==> src/rtl/pwm_pkg.sv <==
package pwm_pkg;

   typedef enum logic [1:0] {
      SEL_SAMPLE   = 2'd0,
      SEL_PERIOD   = 2'd1,
      SEL_REPEAT   = 2'd2,
      SEL_POLARITY = 2'd3
   } pwm_sel_e;

   localparam int REP_CODE_W = 2;
   localparam int REP_LEFT_W = 3;

   // Periods per sample minus one, from the two-bit repeat code.
   function automatic logic [REP_LEFT_W-1:0] rep_reload(input logic [REP_CODE_W-1:0] code);
      logic [REP_LEFT_W:0] n;
      n = (REP_LEFT_W+1)'(1) << code;
      return REP_LEFT_W'(n - 1'b1);
   endfunction

endpackage

==> src/rtl/pwm_cfg_regs.sv <==
module pwm_cfg_regs
   import pwm_pkg::*;
#(
   parameter int W = 16
) (
   input  logic                  clk,
   input  logic                  rst_n,
   input  logic                  wr_en,
   input  logic [1:0]            wr_sel,
   input  logic [W-1:0]          wr_data,
   output logic [W-1:0]          period_o,
   output logic [REP_CODE_W-1:0] rep_code_o,
   output logic                  pol_o,
   output logic                  sample_wr_o
);

   pwm_sel_e sel;
   assign sel = pwm_sel_e'(wr_sel);

   always_ff @(posedge clk or negedge rst_n) begin
      if (!rst_n) begin
         period_o   <= '0;
         rep_code_o <= '0;
         pol_o      <= 1'b0;
      end else if (wr_en) begin
         case (sel)
            SEL_PERIOD:   period_o   <= wr_data;
            SEL_REPEAT:   rep_code_o <= wr_data[REP_CODE_W-1:0];
            SEL_POLARITY: pol_o      <= wr_data[0];
            default: ;
         endcase
      end
   end

   assign sample_wr_o = wr_en && (sel == SEL_SAMPLE);

   assert_period_write_R9: assert property (@(posedge clk) disable iff (!rst_n)
      (wr_en && wr_sel == 2'd1) |=> (period_o == $past(wr_data)));

endmodule

==> src/rtl/pwm_sample_fifo.sv <==
module pwm_sample_fifo #(
   parameter int W     = 16,
   parameter int DEPTH = 4
) (
   input  logic         clk,
   input  logic         rst_n,
   input  logic         flush,
   input  logic         push,
   input  logic [W-1:0] push_data,
   input  logic         pop,
   output logic [W-1:0] head,
   output logic         empty,
   output logic         full,
   output logic         overflow
);

   localparam int AW = (DEPTH > 1) ? $clog2(DEPTH) : 1;
   localparam int CW = $clog2(DEPTH + 1);

   generate
      if (DEPTH < 2 || (DEPTH & (DEPTH - 1)) != 0) begin : g_bad_depth
         $error("pwm_sample_fifo: DEPTH must be a power of two, at least 2");
      end
   endgenerate

   logic [W-1:0]  mem [DEPTH];
   logic [AW-1:0] wp_q, rp_q;
   logic [CW-1:0] count_q;
   logic          do_push, do_pop;

   assign empty   = (count_q == '0);
   assign full    = (count_q == CW'(DEPTH));
   assign do_push = push && !full;
   assign do_pop  = pop && !empty;
   assign head    = mem[rp_q];

   for (genvar g = 0; g < DEPTH; g++) begin : g_slot
      always_ff @(posedge clk or negedge rst_n) begin
         if (!rst_n)
            mem[g] <= '0;
         else if (!flush && do_push && wp_q == AW'(g))
            mem[g] <= push_data;
      end
   end

   always_ff @(posedge clk or negedge rst_n) begin
      if (!rst_n) begin
         wp_q     <= '0;
         rp_q     <= '0;
         count_q  <= '0;
         overflow <= 1'b0;
      end else if (flush) begin
         wp_q     <= '0;
         rp_q     <= '0;
         count_q  <= '0;
         overflow <= 1'b0;
      end else begin
         if (do_push) wp_q <= wp_q + 1'b1;
         if (do_pop)  rp_q <= rp_q + 1'b1;
         count_q <= count_q + CW'(do_push) - CW'(do_pop);
         if (push && full) overflow <= 1'b1;
      end
   end

   assert_full_drop_R4: assert property (@(posedge clk) disable iff (!rst_n)
      (push && full && !pop && !flush) |=> full);
   assert_ovf_sticky_R4: assert property (@(posedge clk) disable iff (!rst_n)
      (overflow && !flush) |=> overflow);
   assert_flags_exclusive_R4: assert property (@(posedge clk) disable iff (!rst_n)
      !(full && empty));
   assert_flush_clears_R8: assert property (@(posedge clk) disable iff (!rst_n)
      flush |=> (empty && !overflow));
   assert_no_pop_empty_R3: assert property (@(posedge clk) disable iff (!rst_n)
      pop |-> !empty);

endmodule

==> src/rtl/pwm_period_engine.sv <==
module pwm_period_engine
   import pwm_pkg::*;
#(
   parameter int W = 16
) (
   input  logic                  clk,
   input  logic                  rst_n,
   input  logic                  en,
   input  logic [W-1:0]          period,
   input  logic [REP_CODE_W-1:0] rep_code,
   input  logic                  pol,
   input  logic                  fifo_empty,
   input  logic [W-1:0]          fifo_head,
   output logic                  pop,
   output logic                  pwm_out
);

   generate
      if (W < 2) begin : g_bad_width
         $error("pwm_period_engine: W must be at least 2");
      end
   endgenerate

   logic [W-1:0]          cnt_q, per_q, duty_q;
   logic [REP_LEFT_W-1:0] rep_q;
   logic                  rollover, active;

   assign rollover = (cnt_q == per_q);
   assign pop      = en && rollover && (rep_q == '0) && !fifo_empty;
   assign active   = (duty_q != '0) && ((duty_q >= per_q) || (cnt_q < duty_q));

   always_ff @(posedge clk or negedge rst_n) begin
      if (!rst_n) begin
         cnt_q   <= '0;
         per_q   <= '0;
         duty_q  <= '0;
         rep_q   <= '0;
         pwm_out <= 1'b0;
      end else if (!en) begin
         cnt_q   <= '0;
         per_q   <= period;
         duty_q  <= '0;
         rep_q   <= '0;
         pwm_out <= pol;
      end else begin
         pwm_out <= active ^ pol;
         if (rollover) begin
            cnt_q <= '0;
            per_q <= period;
            if (pop) begin
               duty_q <= fifo_head;
               rep_q  <= rep_reload(rep_code);
            end else if (rep_q != '0) begin
               rep_q <= rep_q - 1'b1;
            end
         end else begin
            cnt_q <= cnt_q + 1'b1;
         end
      end
   end

   assert_duty_at_boundary_R1: assert property (@(posedge clk) disable iff (!rst_n)
      (en && !rollover) |=> $stable(duty_q));
   assert_repeat_load_R2: assert property (@(posedge clk) disable iff (!rst_n)
      pop |=> (rep_q == rep_reload($past(rep_code))));
   assert_hold_last_R3: assert property (@(posedge clk) disable iff (!rst_n)
      (en && rollover && fifo_empty) |=> $stable(duty_q));
   assert_count_bound_R6: assert property (@(posedge clk) disable iff (!rst_n)
      en |-> (cnt_q <= per_q));
   assert_period_at_wrap_R6: assert property (@(posedge clk) disable iff (!rst_n)
      (en && !rollover) |=> $stable(per_q));
   assert_idle_level_R8: assert property (@(posedge clk) disable iff (!rst_n)
      !en |=> (pwm_out == $past(pol)));

endmodule

==> src/rtl/dimmer_pwm.sv <==
module dimmer_pwm
   import pwm_pkg::*;
#(
   parameter int W     = 16,
   parameter int DEPTH = 4
) (
   input  logic         clk,
   input  logic         rst_n,
   input  logic         enable,
   input  logic         wr_en,
   input  logic [1:0]   wr_sel,
   input  logic [W-1:0] wr_data,
   output logic         pwm_out,
   output logic         fifo_empty,
   output logic         fifo_full,
   output logic         fifo_overflow
);

   logic [W-1:0]          period;
   logic [REP_CODE_W-1:0] rep_code;
   logic                  pol, sample_wr, pop;
   logic [W-1:0]          head;

   pwm_cfg_regs #(.W(W)) i_regs (
      .clk         (clk),
      .rst_n       (rst_n),
      .wr_en       (wr_en),
      .wr_sel      (wr_sel),
      .wr_data     (wr_data),
      .period_o    (period),
      .rep_code_o  (rep_code),
      .pol_o       (pol),
      .sample_wr_o (sample_wr)
   );

   pwm_sample_fifo #(.W(W), .DEPTH(DEPTH)) i_fifo (
      .clk       (clk),
      .rst_n     (rst_n),
      .flush     (!enable),
      .push      (sample_wr && enable),
      .push_data (wr_data),
      .pop       (pop),
      .head      (head),
      .empty     (fifo_empty),
      .full      (fifo_full),
      .overflow  (fifo_overflow)
   );

   pwm_period_engine #(.W(W)) i_engine (
      .clk        (clk),
      .rst_n      (rst_n),
      .en         (enable),
      .period     (period),
      .rep_code   (rep_code),
      .pol        (pol),
      .fifo_empty (fifo_empty),
      .fifo_head  (head),
      .pop        (pop),
      .pwm_out    (pwm_out)
   );

endmodule

==> config.mk <==
export PLATFORM = sky130hd
export DESIGN_NAME = dimmer_pwm
export DESIGN_NICKNAME = d
export VERILOG_FILES = /design/src/rtl/pwm_pkg.sv /design/src/rtl/pwm_cfg_regs.sv /design/src/rtl/pwm_sample_fifo.sv /design/src/rtl/pwm_period_engine.sv /design/src/rtl/dimmer_pwm.sv
export SDC_FILE = /design/constraint.sdc
export NUM_CORES = 1
export LEC_CHECK = 0
export BUFFER_PORTS_ARGS = -buffer_cell sky130_fd_sc_hd__buf_4
export CAP_MARGIN = 5
export CORE_MARGIN = 4
export CORE_UTILIZATION = 40
export CTS_CLUSTER_SIZE = 25
export DETAILED_ROUTE_END_ITERATION = 12
export SLEW_MARGIN = 15
export SYNTH_ARGS = -nofsm -noshare
export SYNTH_HDL_FRONTEND = slang
export SYNTH_SLANG_ARGS = --single-unit
export TNS_END_PERCENT = 100
==> constraint.sdc <==
create_clock -name clk -period 7.38 [get_ports clk]
set_clock_uncertainty 0.15 [all_clocks]
set_input_delay 0.369 -clock clk [delete_from_list [all_inputs] [get_ports clk]]
set_output_delay 0.369 -clock clk [all_outputs]
set_load 0.02 [all_outputs]
==> results_dict.tcl, run 1 <==
set metrics [dict create \
    cts_buffers 17 \
    intPower_mw 1.53 \
    cts_buffer_depth 2 \
    portBuffers 25 \
    wl_met1_mm 7.10 \
    path_buf_inv 1 \
    synth_seq_area_share_pct 50.4 \
    synth_xor_area_share_pct 4.45 \
    vdd.ir_drop.worst_mv 0.150 \
    nFillCells 1555 \
    cts.sinks 143 \
    multi_input_area_mm2 0.00323 \
    cp_data_arrival_time_ns 3.81 \
    routedWlPerCell_um 17.9 \
    post_route_cells_drive_above_1_share_pct 28.3 \
    criticalPathCategory "flip-flop to flip-flop" \
    top_layer_used "met4" \
    slew_viol_final 0 \
    die-height_um 141 \
    maxCapViolCount 0 \
    swShare_pct 23.7 \
    synth_cell_types 48 \
    cp_slowest_stage_delay_ns 0.56 \
    finalSetupViolCount 0 \
    synthArstFlopShare_pct 100 \
    fp.dieW_um 141 \
    p_clk_share_pct 43.7 \
    power_density_mw_per_mm2 249 \
    cp_slowest_cell "nand4_1" \
    postCtsSetupRepairBufs 0 \
    endpoint_kind "flip-flop" \
    cp_top_family "simple AND/OR/NAND/NOR gates" \
    cts_tree "done" \
    pwr-share-seq_pct 45.4 \
    postSynthCellCount 574 \
    hold_slack_ns 0.0663 \
    path_cells "xor2_1 -> nor4_1 -> nand4_1 -> nor3_4 -> buf_4 -> nor3b_2 -> nor2_1 -> ha_1 -> or3_1 -> a21oi_1" \
    grt_max_degree 93 \
    nets 664 \
    wl_met2_mm 7.22 \
    slew_headroom_pct 35.5 \
    power_switching_uw 477 \
    drc 0 \
    met3WireLength_um 498 \
    fin_crit_sh_pct 49.1 \
    synth_compound_area_share_pct 5.77 \
    die_area_mm2 0.0199 \
    ant_nets 0 \
    worst_setup_path_start_kind "flip-flop" \
    power.total_mw 2.01 \
    synth_top_flop_cell "dfrtp_1" \
    drtPass1Iterations 4 \
    status "complete, no violations" \
    crit_path_max_fanout 36 \
    synthAdderAreaFrac_pct 7.16 \
    cp_data_required_time_ns 7.57 \
    synth_top_family_by_area "multiplexers" \
    root_buffer "clkbuf_16" \
    ioPinCount 26 \
    combPwrFrac_pct 11.0 \
    synth-seq-cells 143 \
    vias 4454 \
    drt-initial-drc-count 266 \
    syn_area_mm2 0.00709 \
    insertedDiodeCount 0 \
    htreeDepth 4 \
    coreArea_mm2 0.0174 \
    timing.final.crit_period_ns 3.63 \
    yosys_warnings 0 \
    synthSimpleGateAreaFrac_pct 9.53 \
    cts-resized-gates 0 \
    hp-class "input port to flip-flop" \
    gp_congestion 0.817 \
    antenna_found_initial 0 \
    clk_pin_slew_ns 0.06 \
    grt_first_pass_wirelength_mm 25.5 \
    hold_viol_final 0 \
    instances_no_fill 839 \
    synth_mux_area_share_pct 18.7 \
    syn-num-nets 636 \
    placed_cells 807 \
    grt_pass1_vias 4796 \
    regArea_mm2 0.00358 \
    track_usage_pct 16.3 \
    row_count 48 \
    worstMarginPinSlew_ns 0.964 \
    totalWireLength_mm 15.0 \
    fmax_mhz 276 \
    syn_area_per_cell_um2 12.4 \
    start_util_pct 40.9 \
    synth-edff-count 0 \
    dp.final_hpwl_mm 10.5 \
    viasPerCell 5.31 \
    p_leak_nw 3.77 \
    rsz0062_at_grt "no" \
    insertion_delay_ns 0.42 \
    grt-ovfl-total 0 \
    fin_tns_setup_ns 0 \
    syn2layout_area_growth_pct 13.9 \
]
## power groups by stage
stage / logic [mW] / registers [mW] / clock network [mW]
2_1_floorplan: 0.152 / 0.910 / 0
5_1_grt: 0.247 / 0.923 / 0.934
6_report: 0.220 / 0.912 / 0.879
3_5_place_dp: 0.221 / 0.926 / 0
3_3_place_gp: 0.215 / 0.920 / 0
4_1_cts: 0.224 / 0.913 / 0.894
## state kept, by name (all words and copies together) (netlist names)
name	cells
i_regs.period_o	16
i_fifo.overflow	1
i_regs.pol_o	1
i_fifo.wp_q	2
i_fifo.mem	64
i_fifo.rp_q	2
i_engine.rep_q	3
i_regs.rep_code_o	2
i_fifo.count_q	3
i_engine.pwm_out	1
i_engine.duty_q	16
i_engine.per_q	16
i_engine.cnt_q	16
## worst reg2reg max path, cell delays in order (launching register included)
cell and delay, ns:
dfrtp_1 0.43, xor2_1 0.17, nor4_1 0.35, nand4_1 0.56
nor3_4 0.33, buf_4 0.36, nor3b_2 0.31, nor2_1 0.07
ha_1 0.27, or3_1 0.38, a21oi_1 0.15
## final cells by class
type / instances / share of cell area, %
inverters: 41 / 1.90
multi-input cells: 370 / 40.0
clock inverters: 9 / 1.66
clock buffers: 22 / 5.87
repair buffers: 29 / 2.77
flip-flops and latches: 143 / 44.3
well taps: 225 / 3.48
## final timing paths
kind | from | endpoint | slack (ns) | cells after the start
max in group asynchronous | rst_n | i_engine.cnt_q[15]$_DFF_PN0_ | 5.42 | 3
worst min register to register | i_regs.pol_o$_DFFE_PN0P_ | i_engine.pwm_out$_DFF_PN0_ | 0.32 | 1
worst max register to register | i_engine.cnt_q[12]$_DFF_PN0_ | i_engine.rep_q[1]$_DFFE_PN0P_ | 3.75 | 10
worst max-delay path | i_engine.cnt_q[12]$_DFF_PN0_ | i_engine.rep_q[1]$_DFFE_PN0P_ | 3.75 | 10
min in group asynchronous | rst_n | i_fifo.wp_q[0]$_DFFE_PN0P_ | 0.44 | 2
worst min-delay path | wr_data[7] | i_regs.period_o[7]$_DFFE_PN0P_ | 0.07 | 2
## timing repair
action,in CTS,in global routing
hold buffers,1,0
endpoints found under the hold margin,91,0
setup endpoints to repair,0,0
## per-stage QoR
stage | area, um2 | util, % | setup slack, ns
2_1_floorplan | 7090 | - | 4.46
3_3_place_gp | 7460 | 43.0 | 3.80
3_5_place_dp | 7460 | 43.0 | 3.76
4_1_cts | 8080 | 46.6 | 3.71
5_1_grt | 8080 | 46.6 | 3.53
6_report | 8080 | 46.6 | 3.75
## Yosys cell counts (12+ instances only)
library cell,number,area share [%]
xnor2_1,12,1.5
nor2_1,31,1.6
ha_1,39,6.9
o21ai_0,18,1.3
mux2_2,84,13
o31ai_1,16,1.7
nand2_1,43,2.3
dfrtp_1,143,50
xor2_1,24,3.0
mux4_2,16,5.1
inv_1,40,2.1
## routing by layer
metal	vias up	global-route usage, %
met5	-	0
met4	0	5.20
met3	17	3.43
met2	68	25.8
met1	2280	22.6
li1	2089	-
## logic make-up after synthesis
| family | count (synthesis) |
|---|---|
| AO/OA/AOI/OAI | 62 |
| adder cells (fa/ha/maj) | 40 |
| AND/OR/NAND/NOR | 130 |
| multiplexers | 102 |
| XOR/XNOR | 36 |
| buffers and inverters | 61 |
| flip-flops | 143 |
## cell usage in the layout, fill, tap and decap left out, types with 12 or more instances in the layout
master and instances:
mux4_2 16, clkbuf_16 17, nor2_1 31, dfrtp_1 143, ha_1 39, o31ai_1 16, buf_4 27, xor2_1 24
o21ai_0 18, mux2_2 84, inv_1 40, nand2_1 43, xnor2_1 12
Note: power is estimated with default switching activity, not from simulation.
==> run 2: changes to the inputs <==
Clock period 7.38 ns to 3.06 ns, I/O delays scaled along.
==> run 2 against run 1 <==
Effect of this change: die area is the same; global-route usage shrank 0.22 points; sequential power increased by 140%; core utilization grew 1.4 points; worst hold slack better by 0.22 ns; via count is 2.0% higher; power grew 130%; critical path type unchanged; largest power group unchanged.
==> results_dict.tcl, run 2 (synthesis results as in run 1) <==
set metrics [dict create \
    cts_tree "done" \
    post_route_cells_drive_above_1_share_pct 28.4 \
    p_leak_nw 3.89 \
    fp.dieW_um 141 \
    gp_congestion 0.901 \
    insertedDiodeCount 0 \
    root_buffer "clkbuf_16" \
    maxCapViolCount 0 \
    vias 4543 \
    crit_path_max_fanout 5 \
    cts_buffers 17 \
    vdd.ir_drop.worst_mv 0.311 \
    critPathLaunch "i_engine.cnt_q[12]$_DFF_PN0_" \
    antenna_found_initial 0 \
    finalSetupViolCount 0 \
    cts_buffer_depth 2 \
    cts.sinks 143 \
    row_count 48 \
    rr_startpoint "i_engine.cnt_q[12]$_DFF_PN0_" \
    coreArea_mm2 0.0174 \
    totalWireLength_mm 14.7 \
    largest_reg_flops 64 \
    drtPass1Iterations 4 \
    fin_tns_setup_ns 0 \
    power.total_mw 4.62 \
    rsz0062_at_grt "no" \
    place_ws_ns 0.129 \
    fmax_mhz 344 \
    postCtsSetupRepairBufs 0 \
    grt-ovfl-total 0 \
    final_cell_mix "dfrtp_1, mux2_2, nand2_1, inv_1, ha_1" \
    ant_nets 0 \
    endpoint_kind "flip-flop" \
    slew_headroom_pct 34.5 \
    place_area_mm2 0.00754 \
    htreeDepth 4 \
    fin_crit_sh_pct 95.1 \
    worst_setup_path_start_kind "flip-flop" \
    worstMarginPinSlew_ns 0.980 \
    top_register "i_fifo.mem" \
    final.setup.worst_slack_ns 0.150 \
    ioPinCount 26 \
    drc 0 \
    routedWlPerCell_um 16.9 \
    start_util_pct 40.9 \
    instances_no_fill 870 \
    track_usage_pct 16.1 \
    cp_slowest_stage_delay_ns 0.44 \
    power_density_mw_per_mm2 556 \
    nets 695 \
    hp-class "input port to async pin" \
    insertion_delay_ns 0.42 \
    nFillCells 1518 \
    portBuffers 25 \
    clk_pin_slew_ns 0.06 \
    path_cells "xor2_1 -> nor4_1 -> nand4_1 -> nor3_4 -> ha_1 -> inv_1 -> ha_1 -> inv_1 -> fa_1 -> xnor2_1 -> nor2_1" \
    final_area_mm2 0.00832 \
    cp_data_required_time_ns 3.20 \
    timing.final.crit_period_ns 2.91 \
    dp.final_hpwl_mm 10.3 \
    layout_commonest_cell "dfrtp_1" \
    criticalPathCategory "flip-flop to flip-flop" \
    status "complete, no violations" \
    viasPerCell 5.22 \
    syn2layout_area_growth_pct 17.3 \
    hold_viol_final 0 \
    placed_cells 816 \
    cp_data_arrival_time_ns 3.05 \
    grt_max_degree 119 \
    grt_first_pass_wirelength_mm 25.3 \
    slew_viol_final 0 \
    die-height_um 141 \
    die_area_mm2 0.0199 \
    drt-initial-drc-count 218 \
    cp_slowest_cell "dfrtp_1" \
    grt_pass1_vias 4823 \
]
run 2: what timing repair did:
item,in CTS,in global routing
setup endpoints to repair,0,3
hold buffers,23,0
endpoints found under the hold margin,202,0
resized for setup,0,1
run 2: power breakdown:
group | internal (mW) | switching (mW)
clock network | 1.13 | 0.736
logic | 0.300 | 0.259
registers | 2.08 | 0.112
run 2: final cells by class:
type | instances | area, um2 | area share [%]
multi-input combinational | 370 | 3240 | 39.0
inverter | 41 | 154 | 1.85
clock buffer | 25 | 505 | 6.08
timing repair buffer | 60 | 527 | 6.33
clock inverter | 6 | 32.5 | 0.391
tap | 225 | 282 | 3.38
sequential | 143 | 3580 | 43.0
run 2: layer usage:
| metal | global-route usage (%) | wire length, um |
|---|---|---|
| met5 | 0 | 0 |
| met4 | 5.46 | 244 |
| met3 | 2.95 | 320 |
| met2 | 24.3 | 6900 |
| met1 | 23.5 | 7210 |
run 2: critical path, delay by kind of cell (launching register included):
| kind | cells | cell delay (ns) |
|---|---|---|
| xor gates and xnor gates | 2 | 0.33 |
| buffers and inverters | 2 | 0.10 |
| adders and majority gates | 3 | 0.76 |
| DFF | 1 | 0.44 |
| and+or+nand+nor | 4 | 1.01 |
run 2: metrics by stage:
stage | hold WS [ns] | util, %
CTS | 0.318 | 47.9
detailed placement | 0.253 | 43.5
global route | 0.346 | 47.9
global placement | 0.247 | 43.5
finish | 0.291 | 47.9
floorplan | -0.293 | -
run 2: final timing paths:
path | endpoint | slack, ns | depth (start not counted)
min | i_fifo.wp_q[0]$_DFFE_PN0P_ | 0.29 | 2
max in group asynchronous | i_fifo.mem[60]$_DFFE_PN0P_ | 1.68 | 3
min in group clk | i_engine.pwm_out$_DFF_PN0_ | 0.31 | 1
max | i_fifo.count_q[2]$_DFF_PN0_ | 0.15 | 11
max reg2reg | i_fifo.count_q[2]$_DFF_PN0_ | 0.15 | 11
min reg2reg | i_engine.pwm_out$_DFF_PN0_ | 0.31 | 1
==> run 3: changes to the inputs <==
Settings changed: ABC_AREA set to 1.
==> run 3 against run 2 <==
Effect of this change: synthesized area grew 2.7%; worst hold slack lost 0.19 ns; core utilization shrank 0.27 points; critical path depth grew 7; wire length grew 9.9%; combinational power shrank 0.7%; maximum frequency grew 14%; clock power grew 18%; critical endpoint is now i_engine.rep_q[2]$_DFFE_PN0P_; largest cell class unchanged.
==> results_dict.tcl, run 3 <==
set metrics [dict create \
    grt_max_degree 56 \
    row_count 49 \
    postCtsSetupRepairBufs 0 \
    cpMostUsedCell "nand2_1" \
    fin_crit_sh_pct 83.4 \
    portBuffers 25 \
    track_usage_pct 17.3 \
    cts-resized-gates 0 \
    slew_headroom_pct 53.3 \
    root_buffer "clkbuf_16" \
    hold_viol_final 0 \
    criticalPathCategory "flip-flop to flip-flop" \
    cp_slowest_cell "dfrtp_1" \
    endpoint "i_engine.rep_q[2]$_DFFE_PN0P_" \
    htreeDepth 4 \
    drtPass1Iterations 5 \
    slew_viol_final 0 \
    cp_data_required_time_ns 3.21 \
    layout_commonest_cell "nand2_1" \
    ioPinCount 26 \
    top_register "i_fifo.mem" \
    critPathLaunch "i_engine.cnt_q[9]$_DFF_PN0_" \
    coreArea_mm2 0.0180 \
    yosys_warnings 0 \
    antenna_found_initial 0 \
    viasPerCell 5.05 \
    synth-edff-count 0 \
    yosys-top-cells-count "nand2_1, dfrtp_1, inv_1" \
    reg2reg_to "i_engine.rep_q[2]$_DFFE_PN0P_" \
    synth_most_common_cell "nand2_1" \
    synthTopCellsByArea "dfrtp_1, nand2_1, mux2_2" \
    postSynthCellCount 795 \
    ant_nets 0 \
    syn-num-nets 857 \
    cp_top_family "simple AND/OR/NAND/NOR gates" \
    die_area_mm2 0.0204 \
    grt_pass1_vias 5407 \
    synth-seq-cells 143 \
    hp-class "input port to async pin" \
    reg2reg_depth 18 \
    fmax_mhz 392 \
    crit_path_max_fanout 17 \
    timing.final.crit_period_ns 2.55 \
    maxCapViolCount 0 \
    use_met3_pct 3.65 \
    fp.dieW_um 143 \
    routedWlPerCell_um 14.8 \
    insertion_delay_ns 0.42 \
    rsz0062_at_grt "no" \
    cts_tree "done" \
    syn_area_per_cell_um2 9.16 \
    worst_setup_path_start_kind "flip-flop" \
    drt-initial-drc-count 258 \
    worstMarginPinSlew_ns 0.699 \
    dp.final_hpwl_mm 11.1 \
    path_buf_inv 5 \
    synth_seq_area_share_pct 49.1 \
    finalSetupViolCount 0 \
    status "complete, no violations" \
    post-route-util_pct 47.7 \
    synth_cell_types 38 \
    endpoint_kind "flip-flop" \
    post_route_cells_drive_above_1_share_pct 15.9 \
    rr_startpoint "i_engine.cnt_q[9]$_DFF_PN0_" \
    final_cell_mix "nand2_1, dfrtp_1, inv_1, o21ai_0, a21oi_1" \
    cp.depth 18 \
    drc 0 \
    syn_area_mm2 0.00728 \
    largest_reg_flops 64 \
    gp_congestion 0.817 \
    insertedDiodeCount 0 \
    syn2layout_area_growth_pct 17.6 \
    fin_tns_setup_ns 0 \
    reg2reg_slack_ns 0.51 \
    grt_first_pass_wirelength_mm 27.8 \
    power_density_mw_per_mm2 577 \
    synth_top_area_cell "dfrtp_1" \
    netlist.area_leader.share_pct 49.1 \
    grt-ovfl-total 0 \
    start_util_pct 40.5 \
    die-height_um 143 \
    cts_buffers 17 \
    cp_data_arrival_time_ns 2.71 \
    path_cells "inv_2 -> nand2_1 -> nand2_1 -> nand2_1 -> nor2_1 -> nand2_1 -> nor2_4 -> nand2_4 -> nor2_8 -> buf_4 -> inv_2 -> o21bai_1 -> inv_1 -> ha_1 -> inv_1 -> nand3_1 -> nand3_1 -> nand2_1" \
    clk_pin_slew_ns 0.06 \
    cts.sinks 143 \
    synthArstFlopShare_pct 100 \
    vdd.ir_drop.worst_mv 0.325 \
    cts_buffer_depth 2 \
    synth_top_flop_cell "dfrtp_1" \
    nets 907 \
    cp_slowest_stage_delay_ns 0.40 \
    p_leak_nw 4.16 \
    met2_usage_pct 26.1 \
    top_usage_layer "met2" \
    totalWireLength_mm 16.1 \
    vias 5488 \
    grtUsageMet1_pct 25.2 \
]
run 3: worst min-delay path by stage:
stage | endpoint | cells after the start
final | i_fifo.count_q[1]$_DFF_PN0_ | 2
after global routing | i_fifo.count_q[2]$_DFF_PN0_ | 2
after CTS | i_fifo.count_q[1]$_DFF_PN0_ | 2
after detailed placement | i_fifo.count_q[1]$_DFF_PN0_ | 1
after global placement | i_fifo.count_q[1]$_DFF_PN0_ | 1
after floorplan | i_engine.cnt_q[0]$_DFF_PN0_ | 0
run 3: metrics by stage:
| step | power [mW] | instance area, um2 | instances | hold WS (ns) | setup WS (ns) |
|---|---|---|---|---|---|
| after floorplan | 2.55 | 7280 | 795 | -0.293 | 0.230 |
| after global placement | 2.74 | 7720 | 1034 | -0.00247 | 0.531 |
| after detailed placement | 2.75 | 7720 | 1034 | -0.00308 | 0.501 |
| after CTS | 5.00 | 8560 | 1087 | 0.123 | 0.488 |
| after global routing | 5.19 | 8560 | 1087 | 0.155 | 0.240 |
| final | 4.94 | 8560 | 1087 | 0.103 | 0.507 |
run 3: cell families after synthesis:
group,count (synthesis),synth area share (%)
compound gates,174,12.8
xor+xnor,13,1.56
fa+ha+maj,40,6.98
buf+inv,134,7.46
flops,143,49.1
mux,48,7.42
simple gates,243,14.7
run 3: repair_timing:
| action | CTS | global route |
|---|---|---|
| hold endpoints to repair | 188 | 0 |
| hold buffers | 21 | 0 |
| endpoints found under the setup margin | 0 | 0 |
run 3: where the power goes:
part / switching, mW / internal, mW / leakage [nW] / total, mW
Sequential: 0.104 / 2.08 / 1.83 / 2.18
Combinational: 0.309 / 0.246 / 2.02 / 0.555
Clock: 0.817 / 1.39 / 0.307 / 2.21
Total: 1.23 / 3.71 / 4.16 / 4.94
run 3: worst reg2reg max path, cell delays in order, from the launching register on:
cell	delay, ns
dfrtp_1	0.40
inv_2	0.12
nand2_1	0.07
nand2_1	0.05
nand2_1	0.05
nor2_1	0.10
nand2_1	0.12
nor2_4	0.16
nand2_4	0.09
nor2_8	0.09
buf_4	0.27
inv_2	0.11
o21bai_1	0.15
inv_1	0.06
ha_1	0.20
inv_1	0.05
nand3_1	0.06
nand3_1	0.08
nand2_1	0.05
run 3: per-layer routing:
layer / part of all wire [%] / wire length, um
met5: 0 / 0
met3: 3.3 / 527
met4: 1.4 / 226
met2: 45 / 7250
met1: 50 / 8130
run 3: final cells by class:
cell class              count  area [um2]
fillers                  1670        9400
clock buffers              19         443
clock inverters            13         186
inverters                 108         410
flip-flops and latches    143        3580
repair buffers             57         497
multi-input cells         518        3160
well taps                 229         287
